--- src/rtl/bf_pkg.sv ---
package bf_pkg;
  typedef enum logic [1:0] {MODE_CONJ, MODE_ZF, MODE_REG} bf_mode_e;
  typedef enum logic [1:0] {ST_IDLE, ST_GRAM, ST_INV, ST_MUL} bf_state_e;

  // SNR code to method: low -> conjugate, high -> zero forcing, else regularized
  function automatic bf_mode_e decode_snr(input logic [1:0] code);
    case (code)
      2'b00:   return MODE_CONJ;
      2'b10:   return MODE_ZF;
      default: return MODE_REG;
    endcase
  endfunction
endpackage

--- src/rtl/bf_conj_xpose.sv ---
module bf_conj_xpose #(
  parameter int M  = 3,
  parameter int K  = 2,
  parameter int DW = 8
) (
  input  logic [M*K*2*DW-1:0] h_flat,
  output logic [K*M*2*DW-1:0] g_flat
);
  localparam int EW = 2 * DW;

  function automatic logic [DW-1:0] neg_part(input logic [DW-1:0] v);
    return ~v + 1'b1;
  endfunction

  for (genvar m = 0; m < M; m++) begin : g_row
    for (genvar k = 0; k < K; k++) begin : g_col
      localparam int SRC = (m * K + k) * EW;
      localparam int DST = (k * M + m) * EW;
      assign g_flat[DST+DW +: DW] = h_flat[SRC+DW +: DW];
      assign g_flat[DST +: DW]    = neg_part(h_flat[SRC +: DW]);
    end
  end
endmodule

--- src/rtl/bf_seq_fsm.sv ---
module bf_seq_fsm
  import bf_pkg::*;
(
  input  logic clk,
  input  logic rst_n,
  input  logic accept_seq,
  input  logic gram_done,
  input  logic inv_done,
  input  logic mul_done,
  output logic busy,
  output logic gram_start,
  output logic inv_start,
  output logic mul_start,
  output logic inv_fin,
  output logic mul_fin
);
  bf_state_e state;

  assign busy    = (state != ST_IDLE);
  assign inv_fin = (state == ST_INV) && inv_done;
  assign mul_fin = (state == ST_MUL) && mul_done;

  always_ff @(posedge clk) begin
    if (!rst_n) begin
      state      <= ST_IDLE;
      gram_start <= 1'b0;
      inv_start  <= 1'b0;
      mul_start  <= 1'b0;
    end else begin
      gram_start <= 1'b0;
      inv_start  <= 1'b0;
      mul_start  <= 1'b0;
      case (state)
        ST_IDLE: if (accept_seq) begin
          state      <= ST_GRAM;
          gram_start <= 1'b1;
        end
        ST_GRAM: if (gram_done) begin
          state     <= ST_INV;
          inv_start <= 1'b1;
        end
        ST_INV: if (inv_done) begin
          state     <= ST_MUL;
          mul_start <= 1'b1;
        end
        default: if (mul_done) state <= ST_IDLE;
      endcase
    end
  end
endmodule

--- src/rtl/bf_matrix_ctrl.sv ---
module bf_matrix_ctrl
  import bf_pkg::*;
#(
  parameter int M    = 3,
  parameter int K    = 2,
  parameter int DW   = 8,
  parameter int FRAC = 6
) (
  input  logic                 clk,
  input  logic                 rst_n,
  input  logic                 in_valid,
  output logic                 in_ready,
  input  logic [M*K*2*DW-1:0]  chan_h,
  input  logic [1:0]           snr_code,
  input  logic [DW-1:0]        noise_var,
  output logic [M*K*2*DW-1:0]  eng_chan,
  output logic                 gram_start,
  input  logic                 gram_done,
  output logic                 inv_start,
  output logic [DW-1:0]        inv_diag_add,
  input  logic                 inv_done,
  input  logic [DW-1:0]        inv_coef,
  output logic                 mul_start,
  input  logic                 mul_done,
  input  logic [K*M*2*DW-1:0]  mul_g,
  output logic                 out_valid,
  output logic [K*M*2*DW-1:0]  g_out,
  output logic [DW-1:0]        coef_out
);
  localparam int GW = K * M * 2 * DW;
  localparam int HW = M * K * 2 * DW;
  localparam logic [DW-1:0] COEF_ONE = DW'(1) << FRAC;

  bf_mode_e        in_mode;
  logic            accept_evt, accept_conj, accept_seq;
  logic            busy, inv_fin, mul_fin;
  logic [GW-1:0]   xpose_g;
  logic [DW-1:0]   coef_lat;

  assign in_mode     = decode_snr(snr_code);
  assign in_ready    = !busy;
  assign accept_evt  = in_valid && in_ready;
  assign accept_conj = accept_evt && (in_mode == MODE_CONJ);
  assign accept_seq  = accept_evt && (in_mode != MODE_CONJ);

  bf_conj_xpose #(.M(M), .K(K), .DW(DW)) u_xpose (
    .h_flat (chan_h),
    .g_flat (xpose_g)
  );

  bf_seq_fsm u_fsm (
    .clk        (clk),
    .rst_n      (rst_n),
    .accept_seq (accept_seq),
    .gram_done  (gram_done),
    .inv_done   (inv_done),
    .mul_done   (mul_done),
    .busy       (busy),
    .gram_start (gram_start),
    .inv_start  (inv_start),
    .mul_start  (mul_start),
    .inv_fin    (inv_fin),
    .mul_fin    (mul_fin)
  );

  // operand latches, written only at acceptance
  always_ff @(posedge clk) begin
    if (!rst_n) begin
      eng_chan     <= '0;
      inv_diag_add <= '0;
    end else if (accept_evt) begin
      eng_chan     <= chan_h;
      inv_diag_add <= (in_mode == MODE_REG) ? noise_var : '0;
    end
  end

  always_ff @(posedge clk) begin
    if (!rst_n)       coef_lat <= '0;
    else if (inv_fin) coef_lat <= inv_coef;
  end

  // result registers
  always_ff @(posedge clk) begin
    if (!rst_n) begin
      g_out     <= '0;
      coef_out  <= '0;
      out_valid <= 1'b0;
    end else begin
      out_valid <= 1'b0;
      if (accept_conj) begin
        g_out     <= xpose_g;
        coef_out  <= COEF_ONE;
        out_valid <= 1'b1;
      end else if (mul_fin) begin
        g_out     <= mul_g;
        coef_out  <= coef_lat;
        out_valid <= 1'b1;
      end
    end
  end
endmodule

--- config.mk ---
export PLATFORM = sky130hd
export DESIGN_NAME = bf_matrix_ctrl
export DESIGN_NICKNAME = d
export VERILOG_FILES = /design/src/rtl/bf_pkg.sv /design/src/rtl/bf_conj_xpose.sv /design/src/rtl/bf_seq_fsm.sv /design/src/rtl/bf_matrix_ctrl.sv
export SDC_FILE = /design/constraint.sdc
export NUM_CORES = 1
export LEC_CHECK = 0
export ABC_AREA = 1
export BUFFER_PORTS_ARGS = -buffer_cell sky130_fd_sc_hd__buf_4
export CORE_AREA = 10 10 160 162
export CTS_CLUSTER_SIZE = 16
export DETAILED_ROUTE_END_ITERATION = 12
export DIE_AREA = 0 0 170 172
export GPL_ROUTABILITY_DRIVEN = 0
export PLACE_DENSITY = 0.73
export SETUP_SLACK_MARGIN = 0.02
export SYNTH_ARGS = -nofsm -noshare
export SYNTH_HDL_FRONTEND = slang
export SYNTH_SLANG_ARGS = --single-unit
export TNS_END_PERCENT = 100
--- constraint.sdc ---
create_clock -name clk -period 2 [get_ports clk]
set_clock_uncertainty 0.1 [all_clocks]
set_input_delay 0.3 -clock clk [delete_from_list [all_inputs] [get_ports clk]]
set_output_delay 0.3 -clock clk [all_outputs]
set_load 0.05 [all_outputs]
==> results_tabular.tex, run 1 <==
\begin{tabular}{lr}
\hline
Metric & Value \\
\hline
\multicolumn{2}{l}{\textbf{Floorplan}} \\
\quad Die Ht & roughly 170 µm \\
\quad Initial cell density of the core & 0.414 \\
\quad Floorplan core area & roughly 22000 µm² \\
\quad I/O pin count & $\sim$430 \\
\quad Row cnt & 55 \\
\quad Die width & between 150 and 200 µm \\
\quad Full die area & between 20000 and 30000 µm² \\
\multicolumn{2}{l}{\textbf{Global routing}} \\
\quad Initial antenna violation count & 6 \\
\quad Maximum number of pins on one net before global-route repair & $\sim$150 \\
\quad GR Overflow Total & 0 \\
\quad Global-route wire length before repair & between 60 and 70 mm \\
\quad Via count of the first global-routing pass & about 11000 \\
\quad Total Routing Usage GR & 0.272 \\
\multicolumn{2}{l}{\textbf{Timing}} \\
\quad WHS & between 15 and 20 ps \\
\quad Aggregate negative setup slack & 0 ps \\
\quad \# setup viols final & 0 \\
\quad Unrepaired setup endpoints after global routing & true \\
\quad Actual slew at the worst max-slew pin & 698 ps \\
\quad Final setup slack of the worst path & roughly 75 ps \\
\quad Post-route clock period utilization & 0.963 \\
\quad Final-report max-slew violation count & 0 \\
\quad Period minus WS final & 1930 ps \\
\quad Number of hold-slack violations in the final timing report & 0 \\
\quad Fmax achieved & 519 MHz \\
\quad Slew HR & 0.535 \\
\multicolumn{2}{l}{\textbf{Synthesis}} \\
\quad Library cells used by synthesis & 31 \\
\quad Yosys synthesis warning count & 0 \\
\quad Number of nets in the synthesized netlist & $\sim$1500 \\
\quad Flip-flop and latch count after synthesis & about 220 \\
\quad Portion of the post-synthesis area used by sequential elements & 0.480 \\
\quad Mapped cell area & just over 9000 µm² \\
\quad Synthesized instance count & between 1000 and 1500 \\
\quad Mean post-synth cell area & a little over 7 µm² \\
\multicolumn{2}{l}{\textbf{Run}} \\
\quad Reported max-cap violation count & 0 \\
\multicolumn{2}{l}{\textbf{Route}} \\
\quad Number of optimization iterations in the first detailed-route pass & 9 \\
\quad Vias & around 11000 \\
\quad Via density per instance & roughly 5.3 \\
\quad DRC violations left & 0 \\
\quad Antenna Violating Nets Remaining & 0 \\
\quad Routed wire per std cell & about 20 µm \\
\quad Drt total wl & about 43 mm \\
\quad Initial detailed-routing violation count & between 1000 and 1500 \\
\multicolumn{2}{l}{\textbf{Critical path}} \\
\quad Capturing point of the worst reg2reg path & eng\_chan[82]\$\_SDFFE\_PN0P\_ \\
\quad Largest fanout on the critical path & $\sim$150 \\
\quad Max stage delay cell, worst path & buf\_16 \\
\quad Timing startpoint of the critical path & u\_fsm.state[1]\$\_SDFFE\_PN0P\_ \\
\quad Critical path endpoint & eng\_chan[82]\$\_SDFFE\_PN0P\_ \\
\quad Arrival @ worst endpoint & 2260 ps \\
\quad Flop-to-flop setup slack & $\sim$75 ps \\
\quad Sort of element at the start of the critical path & flop \\
\quad Stage delay of the slowest cell on the critical path & 360 ps \\
\quad Path depth of the worst reg2reg path & 7 \\
\quad CP Class & reg -> reg \\
\quad Data required time of the worst path & approximately 2300 ps \\
\quad CP cell instances & inv\_1 -> ha\_1 -> nand2\_2 -> inv\_4 -> buf\_16 -> o21ai\_0 -> a21oi\_1 \\
\quad RR Startpoint & u\_fsm.state[1]\$\_SDFFE\_PN0P\_ \\
\quad Capturing element type of the critical path & flop \\
\multicolumn{2}{l}{\textbf{Power and ir drop}} \\
\quad Switching portion of total power & 0.424 \\
\quad Total internal power & around 0.010 W \\
\quad Leakage power of the design & around 6.9 nW \\
\quad Ratio of total power to cell area & between 1000 and 1500 nW/µm² \\
\quad IR drop worst, VDD & 646 µV \\
\quad Final Total Pwr & $\sim$0.017 W \\
\quad Portion of total power attributed to the clock network & 0.255 \\
\quad Sequential share of power & 0.328 \\
\quad Combinational group share of total power & 0.417 \\
\quad Switching power total & 0.00736 W \\
\multicolumn{2}{l}{\textbf{Min path}} \\
\quad Type of the most critical hold path & in -> reg \\
\multicolumn{2}{l}{\textbf{Clocking}} \\
\quad Clk Tree Root Cell & clkbuf\_16 \\
\quad Num Clock Sinks & between 200 and 250 \\
\quad Clock latency reported for the late side of the worst-skew pair & just over 500 ps \\
\quad H-Tree Depth & 1 \\
\quad Clock tree from TritonCTS & done \\
\quad Number of buffers on the longest clock path & 3 \\
\quad Clock buffers created by TritonCTS & 25 \\
\quad Clk slew on worst S/H paths & 60 ps \\
\multicolumn{2}{l}{\textbf{Cells and area}} \\
\quad Share of layout cells above drive strength 1 & 0.272 \\
\quad Nets & between 2000 and 2500 \\
\quad Filler cell count & 1749 \\
\quad P\&R area growth vs syn & 63.6\% \\
\quad Non-filler cells in the finished layout & around 2100 \\
\multicolumn{2}{l}{\textbf{Placed design}} \\
\quad Placement Setup Slack & just over 60 ps \\
\quad Cell total after placement & $\sim$1900 \\
\quad Port Buffer Count & between 400 and 500 \\
\quad HPWL after DPL & 29.2 mm \\
\multicolumn{2}{l}{\textbf{Run status}} \\
\quad Status & completed \\
\hline
\end{tabular}
## per-layer routing
| metal | track usage | wire length [µm] | share of wire | vias to the layer above |
|---|---|---|---|---|
| met1 | 0.299 | 16000 | 0.37 | 5203 |
| met4 | 0.128 | 2150 | 0.050 | 0 |
| met3 | 0.0948 | 4620 | 0.11 | 135 |
| met2 | 0.463 | 20400 | 0.47 | 600 |
| met5 | 0 | 0 | 0 | - |
| li1 | - | - | - | 5305 |
## power groups by stage
stage / registers, W / logic (W) / clock network (W)
after floorplan: 0.00832 / 0.00191 / 0
after global placement: 0.00572 / 0.00682 / 0
after detailed placement: 0.00574 / 0.00688 / 0
after CTS: 0.00566 / 0.00716 / 0.00449
after global routing: 0.00577 / 0.00766 / 0.00464
final: 0.00569 / 0.00725 / 0.00443
## layout by cell type (no fill, tap or decap), drive strengths merged
| master | n |
|---|---|
| a211oi | 6 |
| a21oi | 109 |
| a22oi | 3 |
| a31oi | 53 |
| buf | 445 |
| bufinv | 1 |
| clkbuf | 37 |
| clkinv | 6 |
| clkinvlp | 3 |
| dfxtp | 222 |
| diode | 8 |
| dlygate4sd3 | 157 |
| ha | 11 |
| inv | 71 |
| nand2 | 362 |
| nand3 | 51 |
| nand4 | 4 |
| nor2 | 149 |
| nor3 | 4 |
| o21ai | 142 |
| o22ai | 1 |
| or2 | 2 |
| xnor2 | 4 |
| xor2 | 5 |
## synth_stat cells (all sizes together)
cell,n,share of area
xor2,5,0.0047
buf,43,0.026
nand4,4,0.0027
nand2,362,0.15
nand3,51,0.028
o21ai,142,0.077
nor3,4,0.0022
dfxtp,222,0.48
a21oi,109,0.059
clkbuf,39,0.016
clkinv,1,0.00040
or2,2,0.0014
nor2,149,0.063
a22oi,3,0.0024
inv,70,0.029
a211oi,6,0.0049
ha,11,0.015
a31oi,53,0.036
xnor2,4,0.0038
o22ai,1,0.00068
## state kept, by name (all words and copies together), names as in the netlist
signal	cells
u_fsm.gram_start	1
eng_chan	96
u_fsm.mul_start	1
u_fsm.inv_start	1
coef_lat	8
g_out	96
u_fsm.state	2
coef_out	8
out_valid	1
inv_diag_add	8
## per-stage QoR
stage / utilization / instance area (µm²)
6_report: 0.678 / 15200
2_1_floorplan: - / 9270
4_1_cts: 0.671 / 15000
3_5_place_dp: 0.566 / 12700
3_3_place_gp: 0.566 / 12700
5_1_grt: 0.677 / 15200
## worst min path at each step
stage | slack [ps] | endpoint | start | cells after the start
after floorplan | 320 | u_fsm.inv_start$_SDFF_PN0_ | gram_done | 2
after global placement | 340 | coef_out[6]$_SDFFE_PN0P_ | coef_lat[6]$_SDFFE_PN0P_ | 2
after detailed placement | 350 | coef_lat[6]$_SDFFE_PN0P_ | coef_lat[6]$_SDFFE_PN0P_ | 2
after CTS | 0.5 | coef_lat[4]$_SDFFE_PN0P_ | inv_done | 3
after global routing | 9 | g_out[59]$_SDFFE_PN0P_ | mul_g[59] | 3
final | 20 | g_out[59]$_SDFFE_PN0P_ | mul_g[59] | 3
## critical path: cells and delay by family, from the launching register on
| kind | cells | cell delay (ps) |
|---|---|---|
| AO/OA/AOI/OAI | 2 | 350 |
| AND/OR/NAND/NOR | 1 | 90 |
| buffers and inverters | 3 | 570 |
| flip-flops | 1 | 330 |
| adder cells (fa/ha/maj) | 1 | 180 |
## cells by family (layout without fill, tap and decap cells)
family | count (synthesis) | count (layout) | share of synthesized area
simple gates | 572 | 572 | 0.246
compound gates | 314 | 314 | 0.179
flops | 222 | 222 | 0.480
buf+inv | 153 | 720 | 0.0716
fa+ha+maj | 11 | 11 | 0.0149
xor+xnor | 9 | 9 | 0.00851
other cells | 0 | 8 | 0
## layout make-up
class	instances	area, µm²	area share
repair buffers	605	5110	0.337
flip-flops and latches	222	4450	0.293
inverters	71	278	0.0183
diodes	8	20.0	0.00132
clock buffers	34	689	0.0455
clock inverters	10	86.3	0.00570
multi-input cells	906	4170	0.275
well taps	285	357	0.0235
## repair_timing
action	CTS	global route
setup endpoints to repair	0	73
resized for setup	0	10
buffers inserted	0	1
endpoints found under the hold margin	155	0
hold buffers	157	0
(Power assumes the default switching activity.)
==> run 2, diff against run 1 <==
- REMOVE_ABC_BUFFERS: unset -> 1
==> results_tabular.tex, run 2 (synthesized netlist as in run 1, its figures left out) <==
\begin{tabular}{lr}
\hline
Metric & Value \\
\hline
\multicolumn{2}{l}{\textbf{Global routing}} \\
\quad Maximum number of pins on one net before global-route repair & between 150 and 200 \\
\quad Global-route wire length before repair & 64.1 mm \\
\quad Total Routing Usage GR & 0.272 \\
\quad Initial antenna violation count & 3 \\
\quad Via count of the first global-routing pass & $\sim$12000 \\
\quad GR Overflow Total & 0 \\
\multicolumn{2}{l}{\textbf{Floorplan}} \\
\quad Full die area & 29200 µm² \\
\quad Die width & 170 µm \\
\quad I/O pin count & 429 \\
\quad Floorplan core area & 22400 µm² \\
\quad Row cnt & 55 \\
\quad Die Ht & 172 µm \\
\quad Initial cell density of the core & 0.414 \\
\multicolumn{2}{l}{\textbf{Min path}} \\
\quad Type of the most critical hold path & in -> reg \\
\quad Hold Path Cell Cnt & 5 \\
\quad HP Start & mul\_g[69] \\
\multicolumn{2}{l}{\textbf{Timing}} \\
\quad Actual slew at the worst max-slew pin & 593 ps \\
\quad Post-route clock period utilization & 0.946 \\
\quad Period minus WS final & approximately 1900 ps \\
\quad Slew HR & 0.604 \\
\quad Unrepaired setup endpoints after global routing & false \\
\quad Number of hold-slack violations in the final timing report & 0 \\
\quad Final setup slack of the worst path & 108 ps \\
\quad Fmax achieved & 529 MHz \\
\quad \# setup viols final & 0 \\
\quad Final-report max-slew violation count & 0 \\
\multicolumn{2}{l}{\textbf{Clocking}} \\
\quad Clk Tree Root Cell & clkbuf\_16 \\
\quad Clock tree from TritonCTS & done \\
\quad H-Tree Depth & 1 \\
\quad Clk slew on worst S/H paths & 60 ps \\
\quad Clock latency reported for the late side of the worst-skew pair & 520 ps \\
\quad Number of buffers on the longest clock path & 3 \\
\quad Num Clock Sinks & 222 \\
\quad Clock buffers created by TritonCTS & 26 \\
\multicolumn{2}{l}{\textbf{Cells and area}} \\
\quad Nets & between 2000 and 2500 \\
\quad Largest regs & eng\_chan x96, g\_out x96 \\
\quad Commonest non-fill, non-tap cell in the layout & buf\_4 \\
\quad Highest-count cells in the layout ignoring fill and taps & buf\_4, nand2\_1, dfxtp\_1 \\
\quad Filler cell count & roughly 1700 \\
\quad P\&R area growth vs syn & 67.9\% \\
\quad Summed area of non-filler cells in the final layout & 15600 µm² \\
\quad Share of layout cells above drive strength 1 & 0.273 \\
\multicolumn{2}{l}{\textbf{Critical path}} \\
\quad Critical path endpoint & g\_out[27]\$\_SDFFE\_PN0P\_ \\
\quad Timing startpoint of the critical path & u\_fsm.state[1]\$\_SDFFE\_PN0P\_ \\
\quad Max stage delay cell, worst path & dfxtp\_2 \\
\quad Flop-to-flop setup slack & about 110 ps \\
\quad Sort of element at the start of the critical path & flop \\
\quad Data required time of the worst path & $\sim$2300 ps \\
\quad CP Class & reg -> reg \\
\quad Capturing point of the worst reg2reg path & g\_out[27]\$\_SDFFE\_PN0P\_ \\
\quad Largest fanout on the critical path & 56 \\
\quad RR Startpoint & u\_fsm.state[1]\$\_SDFFE\_PN0P\_ \\
\quad CP cell instances & inv\_1 -> ha\_1 -> nand2\_2 -> inv\_6 -> nand2\_8 -> inv\_4 -> buf\_12 -> nand2\_1 -> a31oi\_1 \\
\quad Arrival @ worst endpoint & roughly 2200 ps \\
\quad Path depth of the worst reg2reg path & 9 \\
\quad Capturing element type of the critical path & flop \\
\quad Stage delay of the slowest cell on the critical path & between 300 and 400 ps \\
\multicolumn{2}{l}{\textbf{Placed design}} \\
\quad HPWL after DPL & about 28 mm \\
\quad Port Buffer Count & around 430 \\
\quad Placement Cell Area & about 13000 µm² \\
\quad Placement Setup Slack & approximately 64 ps \\
\multicolumn{2}{l}{\textbf{Power and ir drop}} \\
\quad IR drop worst, VDD & about 600 µV \\
\quad Ratio of total power to cell area & about 1200 nW/µm² \\
\quad Leakage power of the design & roughly 7.1 nW \\
\quad Final Total Pwr & about 0.018 W \\
\multicolumn{2}{l}{\textbf{Route}} \\
\quad Drt total wl & between 40 and 50 mm \\
\quad DRC violations left & 0 \\
\quad Vias & $\sim$11000 \\
\quad Routed wire per std cell & between 15 and 20 µm \\
\quad Number of optimization iterations in the first detailed-route pass & 5 \\
\quad Via density per instance & between 5 and 6 \\
\quad Initial detailed-routing violation count & 940 \\
\quad Antenna Violating Nets Remaining & 0 \\
\multicolumn{2}{l}{\textbf{Run}} \\
\quad Reported max-cap violation count & 0 \\
\multicolumn{2}{l}{\textbf{Run status}} \\
\quad Status & completed \\
\hline
\end{tabular}
## run 2: cell count changes in the layout (fill, tap and decap cells not counted), moves of 2 or more
cell / change
diode_2: -5
dlygate4sd3_1: +22
clkbuf_1: -5
buf_12: +3
clkinv_2: +2
bufinv_16: +4
buf_8: +2
## run 2: worst min-delay path by stage
stage | endpoint | slack (ps)
after global placement | coef_lat[7]$_SDFFE_PN0P_ | 350
final | g_out[69]$_SDFFE_PN0P_ | 30
after detailed placement | g_out[39]$_SDFFE_PN0P_ | 360
after global routing | g_out[54]$_SDFFE_PN0P_ | 30
after CTS | eng_chan[52]$_SDFFE_PN0P_ | 1
after floorplan | u_fsm.inv_start$_SDFF_PN0_ | 320
## run 2: per-layer routing
layer,GRT usage,vias up,share of wire
met4,0.139,2,0.050
met5,0,-,0.00023
met2,0.467,653,0.48
met1,0.297,5195,0.36
met3,0.0846,138,0.11
li1,-,5346,-
## run 2: repair_timing
| action | 4_1_cts | 5_1_grt |
|---|---|---|
| pin swaps | 0 | 2 |
| gates cloned | 0 | 2 |
| buffers inserted | 0 | 3 |
| endpoints found under the setup margin | 1 | 139 |
| resized for setup | 1 | 15 |
| hold endpoints to repair | 179 | 0 |
| hold buffers | 179 | 0 |
## run 2: power by group
part | total, W | internal (W) | switching, W
combinational | 0.00741 | 0.00228 | 0.00513
clock | 0.00514 | 0.00321 | 0.00193
sequential | 0.00571 | 0.00524 | 0.000465
total | 0.0183 | 0.0107 | 0.00753
## run 2: worst max-delay path: cells and delay by family, from the launching register on
kind / cells / cell delay (ps)
flip-flops: 1 / 340
AND/OR/NAND/NOR: 3 / 320
buffers and inverters: 4 / 570
AO/OA/AOI/OAI: 1 / 200
adder cells (fa/ha/maj): 1 / 200
## run 2: through the flow
| step | setup TNS (ps) | instances | utilization | hold WS, ps |
|---|---|---|---|---|
| after floorplan | -156940 | 1199 | - | 321 |
| after global placement | 0 | 1931 | 0.567 | 351 |
| after detailed placement | 0 | 1931 | 0.567 | 356 |
| after CTS | 0 | 2156 | 0.689 | 0.974 |
| after global routing | 0 | 2163 | 0.696 | 26.7 |
| final | 0 | 2164 | 0.696 | 25.9 |
## run 2: layout make-up
class	count	area, µm²	area share
Timing Repair Buffer	631	5380	0.346
Sequential cell	222	4450	0.286
Antenna cell	3	7.51	0.000482
Inverter	71	278	0.0178
Tap cell	285	357	0.0229
Clock inverter	15	209	0.0134
Multi-Input combinational cell	906	4160	0.267
Clock buffer	31	721	0.0463
==> run 3, diff against run 2 <==
- ABC_AREA: 1 -> unset
- CORE_AREA: 10 10 160 162 -> 10 10 158 160
- DIE_AREA: 0 0 170 172 -> 0 0 168 170
- PLACE_DENSITY: 0.73 -> 0.76
==> results_tabular.tex, run 3 <==
\begin{tabular}{lr}
\hline
Metric & Value \\
\hline
\multicolumn{2}{l}{\textbf{Critical path}} \\
\quad CP Class & reg -> reg \\
\quad Timing startpoint of the critical path & u\_fsm.state[0]\$\_SDFFE\_PN0P\_ \\
\quad RR Startpoint & u\_fsm.state[0]\$\_SDFFE\_PN0P\_ \\
\quad Number of cells on the critical path & 7 \\
\quad Capturing point of the worst reg2reg path & g\_out[22]\$\_SDFFE\_PN0P\_ \\
\quad Data required time of the worst path & 2300 ps \\
\quad CP cell instances & inv\_1 -> ha\_4 -> nand2\_4 -> or2\_4 -> buf\_4 -> clkbuf\_16 -> o311a\_1 \\
\quad Sort of element at the start of the critical path & flop \\
\quad Path depth of the worst reg2reg path & 7 \\
\quad Largest fanout on the critical path & 18 \\
\quad Family of cells with the greatest summed delay on the critical path & buffers and inverters \\
\quad Arrival @ worst endpoint & 2210 ps \\
\quad Stage delay of the slowest cell on the critical path & around 340 ps \\
\quad Max stage delay cell, worst path & o311a\_1 \\
\quad Flop-to-flop setup slack & around 86 ps \\
\quad Capturing element type of the critical path & flop \\
\quad Crit path buf inv count & 3 \\
\multicolumn{2}{l}{\textbf{Min path}} \\
\quad End point of the most critical hold path & eng\_chan[29]\$\_SDFFE\_PN0P\_ \\
\quad Hold Path Cell Cnt & 3 \\
\quad HP Start & chan\_h[29] \\
\quad Type of the most critical hold path & in -> reg \\
\multicolumn{2}{l}{\textbf{Global routing}} \\
\quad Met2 demand-to-capacity share in global routing & 0.496 \\
\quad Busiest layer in global routing & met2 \\
\quad Met3 global-route usage & 0.0820 \\
\quad Initial antenna violation count & 5 \\
\quad Maximum number of pins on one net before global-route repair & between 100 and 150 \\
\quad Total Routing Usage GR & 0.286 \\
\quad GR Overflow Total & 0 \\
\quad Via count of the first global-routing pass & roughly 12000 \\
\quad Global-route wire length before repair & 67.1 mm \\
\quad Met1 usage in global routing & 0.307 \\
\multicolumn{2}{l}{\textbf{Cells and area}} \\
\quad Nets & 1979 \\
\quad Non-filler cells in the finished layout & roughly 2100 \\
\quad P\&R area growth vs syn & 67.7\% \\
\quad Share of layout cells above drive strength 1 & 0.325 \\
\quad Summed area of non-filler cells in the final layout & between 15000 and 20000 µm² \\
\quad Commonest non-fill, non-tap cell in the layout & buf\_4 \\
\quad Largest regs & eng\_chan x96, g\_out x96 \\
\quad Highest-count cells in the layout ignoring fill and taps & buf\_4, nand2\_1, dfxtp\_1 \\
\quad Filler cell count & roughly 1400 \\
\multicolumn{2}{l}{\textbf{Timing}} \\
\quad \# setup viols final & 0 \\
\quad Final setup slack of the worst path & about 86 ps \\
\quad Final-report max-slew violation count & 0 \\
\quad Post-route clock period utilization & 0.957 \\
\quad Fmax achieved & $\sim$520 MHz \\
\quad Slew HR & 0.630 \\
\quad Actual slew at the worst max-slew pin & between 500 and 600 ps \\
\quad Number of hold-slack violations in the final timing report & 0 \\
\quad Period minus WS final & between 1500 and 2000 ps \\
\quad Unrepaired setup endpoints after global routing & true \\
\multicolumn{2}{l}{\textbf{Synthesis}} \\
\quad Complex-gate fraction of the synthesized area & 0.223 \\
\quad Mapped cell area & roughly 9600 µm² \\
\quad Synthesized instance count & $\sim$1200 \\
\quad Yosys synthesis warning count & 0 \\
\quad Basic-gate share of the synthesized area counting and, or, nand and nor cells & 0.228 \\
\quad Share of the synthesized area in the top cell type & 0.465 \\
\quad Flip-flop and latch count after synthesis & approximately 220 \\
\quad Mean post-synth cell area & just over 8 µm² \\
\quad Dominant combinational cell family by area after synthesis & simple AND/OR/NAND/NOR gates \\
\quad Cell with the most instances after synthesis & nand2\_1 \\
\quad Post-synthesis share of cell area spent on xor and xnor gates & 0.0165 \\
\quad Share of flip-flops with an asynchronous set or reset after synthesis & 0 \\
\quad Biggest area contributors in the synthesized netlist & dfxtp\_1, nand2\_1, a311oi\_2 \\
\quad Fraction of the mapped netlist area in adder cells & 0.0144 \\
\quad Post-synthesis mux area share & 0.00105 \\
\quad Library cells used by synthesis & 43 \\
\quad Most frequent cells after synthesis & nand2\_1, dfxtp\_1, a21oi\_1, nor2\_1, clkbuf\_1 \\
\quad Most common flop cell mapped by yosys & dfxtp\_1 \\
\quad Biggest area consumer among synthesized cells & dfxtp\_1 \\
\quad Portion of the post-synthesis area used by sequential elements & 0.465 \\
\quad Number of synthesized flops with an enable pin & 0 \\
\multicolumn{2}{l}{\textbf{Clocking}} \\
\quad Clk Tree Root Cell & clkbuf\_16 \\
\quad Num Clock Sinks & approximately 220 \\
\quad Clock latency reported for the late side of the worst-skew pair & just over 500 ps \\
\quad Clock buffers created by TritonCTS & 25 \\
\quad Clock tree from TritonCTS & done \\
\quad H-Tree Depth & 1 \\
\quad Clk slew on worst S/H paths & 60 ps \\
\quad Number of buffers on the longest clock path & 3 \\
\multicolumn{2}{l}{\textbf{Floorplan}} \\
\quad Initial cell density of the core & 0.440 \\
\quad Row cnt & 54 \\
\quad Full die area & 28600 µm² \\
\quad I/O pin count & around 430 \\
\quad Floorplan core area & 21700 µm² \\
\quad Die width & 168 µm \\
\quad Die Ht & roughly 170 µm \\
\multicolumn{2}{l}{\textbf{Route}} \\
\quad Routed wire per std cell & between 20 and 25 µm \\
\quad Vias & 11600 \\
\quad Initial detailed-routing violation count & 1232 \\
\quad Via density per instance & around 5.6 \\
\quad Number of optimization iterations in the first detailed-route pass & 7 \\
\quad Drt total wl & approximately 45 mm \\
\quad DRC violations left & 0 \\
\quad Antenna Violating Nets Remaining & 0 \\
\multicolumn{2}{l}{\textbf{Run status}} \\
\quad Status & completed \\
\multicolumn{2}{l}{\textbf{Power and ir drop}} \\
\quad Total internal power & between 0.01 and 0.015 W \\
\quad Combinational group share of total power & 0.393 \\
\quad Ratio of total power to cell area & $\sim$1100 nW/µm² \\
\quad Sequential share of power & 0.324 \\
\quad Leakage power of the design & $\sim$6.8 nW \\
\quad Final Total Pwr & $\sim$0.017 W \\
\quad IR drop worst, VDD & roughly 700 µV \\
\quad Switching power total & 0.00669 W \\
\quad Portion of total power attributed to the clock network & 0.282 \\
\quad Switching portion of total power & 0.397 \\
\multicolumn{2}{l}{\textbf{Placed design}} \\
\quad Cell total after placement & $\sim$1800 \\
\quad Placement Setup Slack & -30.3 ps \\
\quad Placement Cell Area & $\sim$13000 µm² \\
\quad HPWL after DPL & between 20 and 30 mm \\
\quad Port Buffer Count & between 400 and 500 \\
\multicolumn{2}{l}{\textbf{Run}} \\
\quad Reported max-cap violation count & 0 \\
\hline
\end{tabular}
-- run 3: worst max path at each step --
stage                                to  slack (ps)
4_1_cts          g_out[55]$_SDFFE_PN0P_          60
6_report         g_out[22]$_SDFFE_PN0P_          90
2_1_floorplan  coef_out[0]$_SDFFE_PP0P_       -4700
3_3_place_gp     g_out[55]$_SDFFE_PN0P_         130
3_5_place_dp     g_out[55]$_SDFFE_PN0P_         -30
5_1_grt          g_out[22]$_SDFFE_PN0P_          10
-- run 3: kinds of logic after synthesis --
| kind of cell | count (synthesis) |
|---|---|
| flip-flops | 222 |
| AND/OR/NAND/NOR | 542 |
| multiplexers | 1 |
| AO/OA/AOI/OAI | 264 |
| XOR/XNOR | 18 |
| adder cells (fa/ha/maj) | 11 |
| buffers and inverters | 112 |
-- run 3: timing repair --
item	in CTS	in global routing
buffers inserted	0	2
gates cloned	0	2
endpoints found under the hold margin	201	0
hold buffers	189	0
gates resized for setup	3	7
endpoints found under the setup margin	1	29
pin swaps	0	1
-- run 3: tightest hold or removal path, stage by stage --
cell and delay, ps:
buf_4 120, nand2_1 100, a21oi_1 70
-- run 3: power groups by stage --
stage,sequential (W),combinational [W],clock (W)
after global routing,0.00552,0.00696,0.00495
after detailed placement,0.00550,0.00609,0
after CTS,0.00542,0.00643,0.00477
after floorplan,0.00754,0.00178,0
final,0.00547,0.00663,0.00476
after global placement,0.00548,0.00602,0
-- run 3: layout make-up --
class | instances | area [µm²] | area share
Clock buffer | 35 | 723 | 0.0451
Tap cell | 280 | 350 | 0.0219
Inverter | 17 | 68.8 | 0.00430
Sequential cell | 222 | 4450 | 0.278
Clock inverter | 7 | 113 | 0.00703
Antenna cell | 9 | 22.5 | 0.00141
Timing Repair Buffer | 650 | 5620 | 0.351
Multi-Input combinational cell | 836 | 4670 | 0.292
-- run 3: routing by layer --
metal,routed length [µm],vias up
met3,4470,179
met1,15500,5426
li1,-,5170
met4,2700,0
met2,22000,791
met5,0,-
-- run 3: per-stage QoR --
| stage | hold slack (ps) | setup TNS [ps] | utilization |
|---|---|---|---|
| final | 9.41 | 0 | 0.739 |
| after global routing | 3.67 | 0 | 0.738 |
| after CTS | 0.331 | 0 | 0.733 |
| after detailed placement | 344 | -30.3 | 0.607 |
| after global placement | 337 | 0 | 0.607 |
| after floorplan | 331 | -507440 | - |
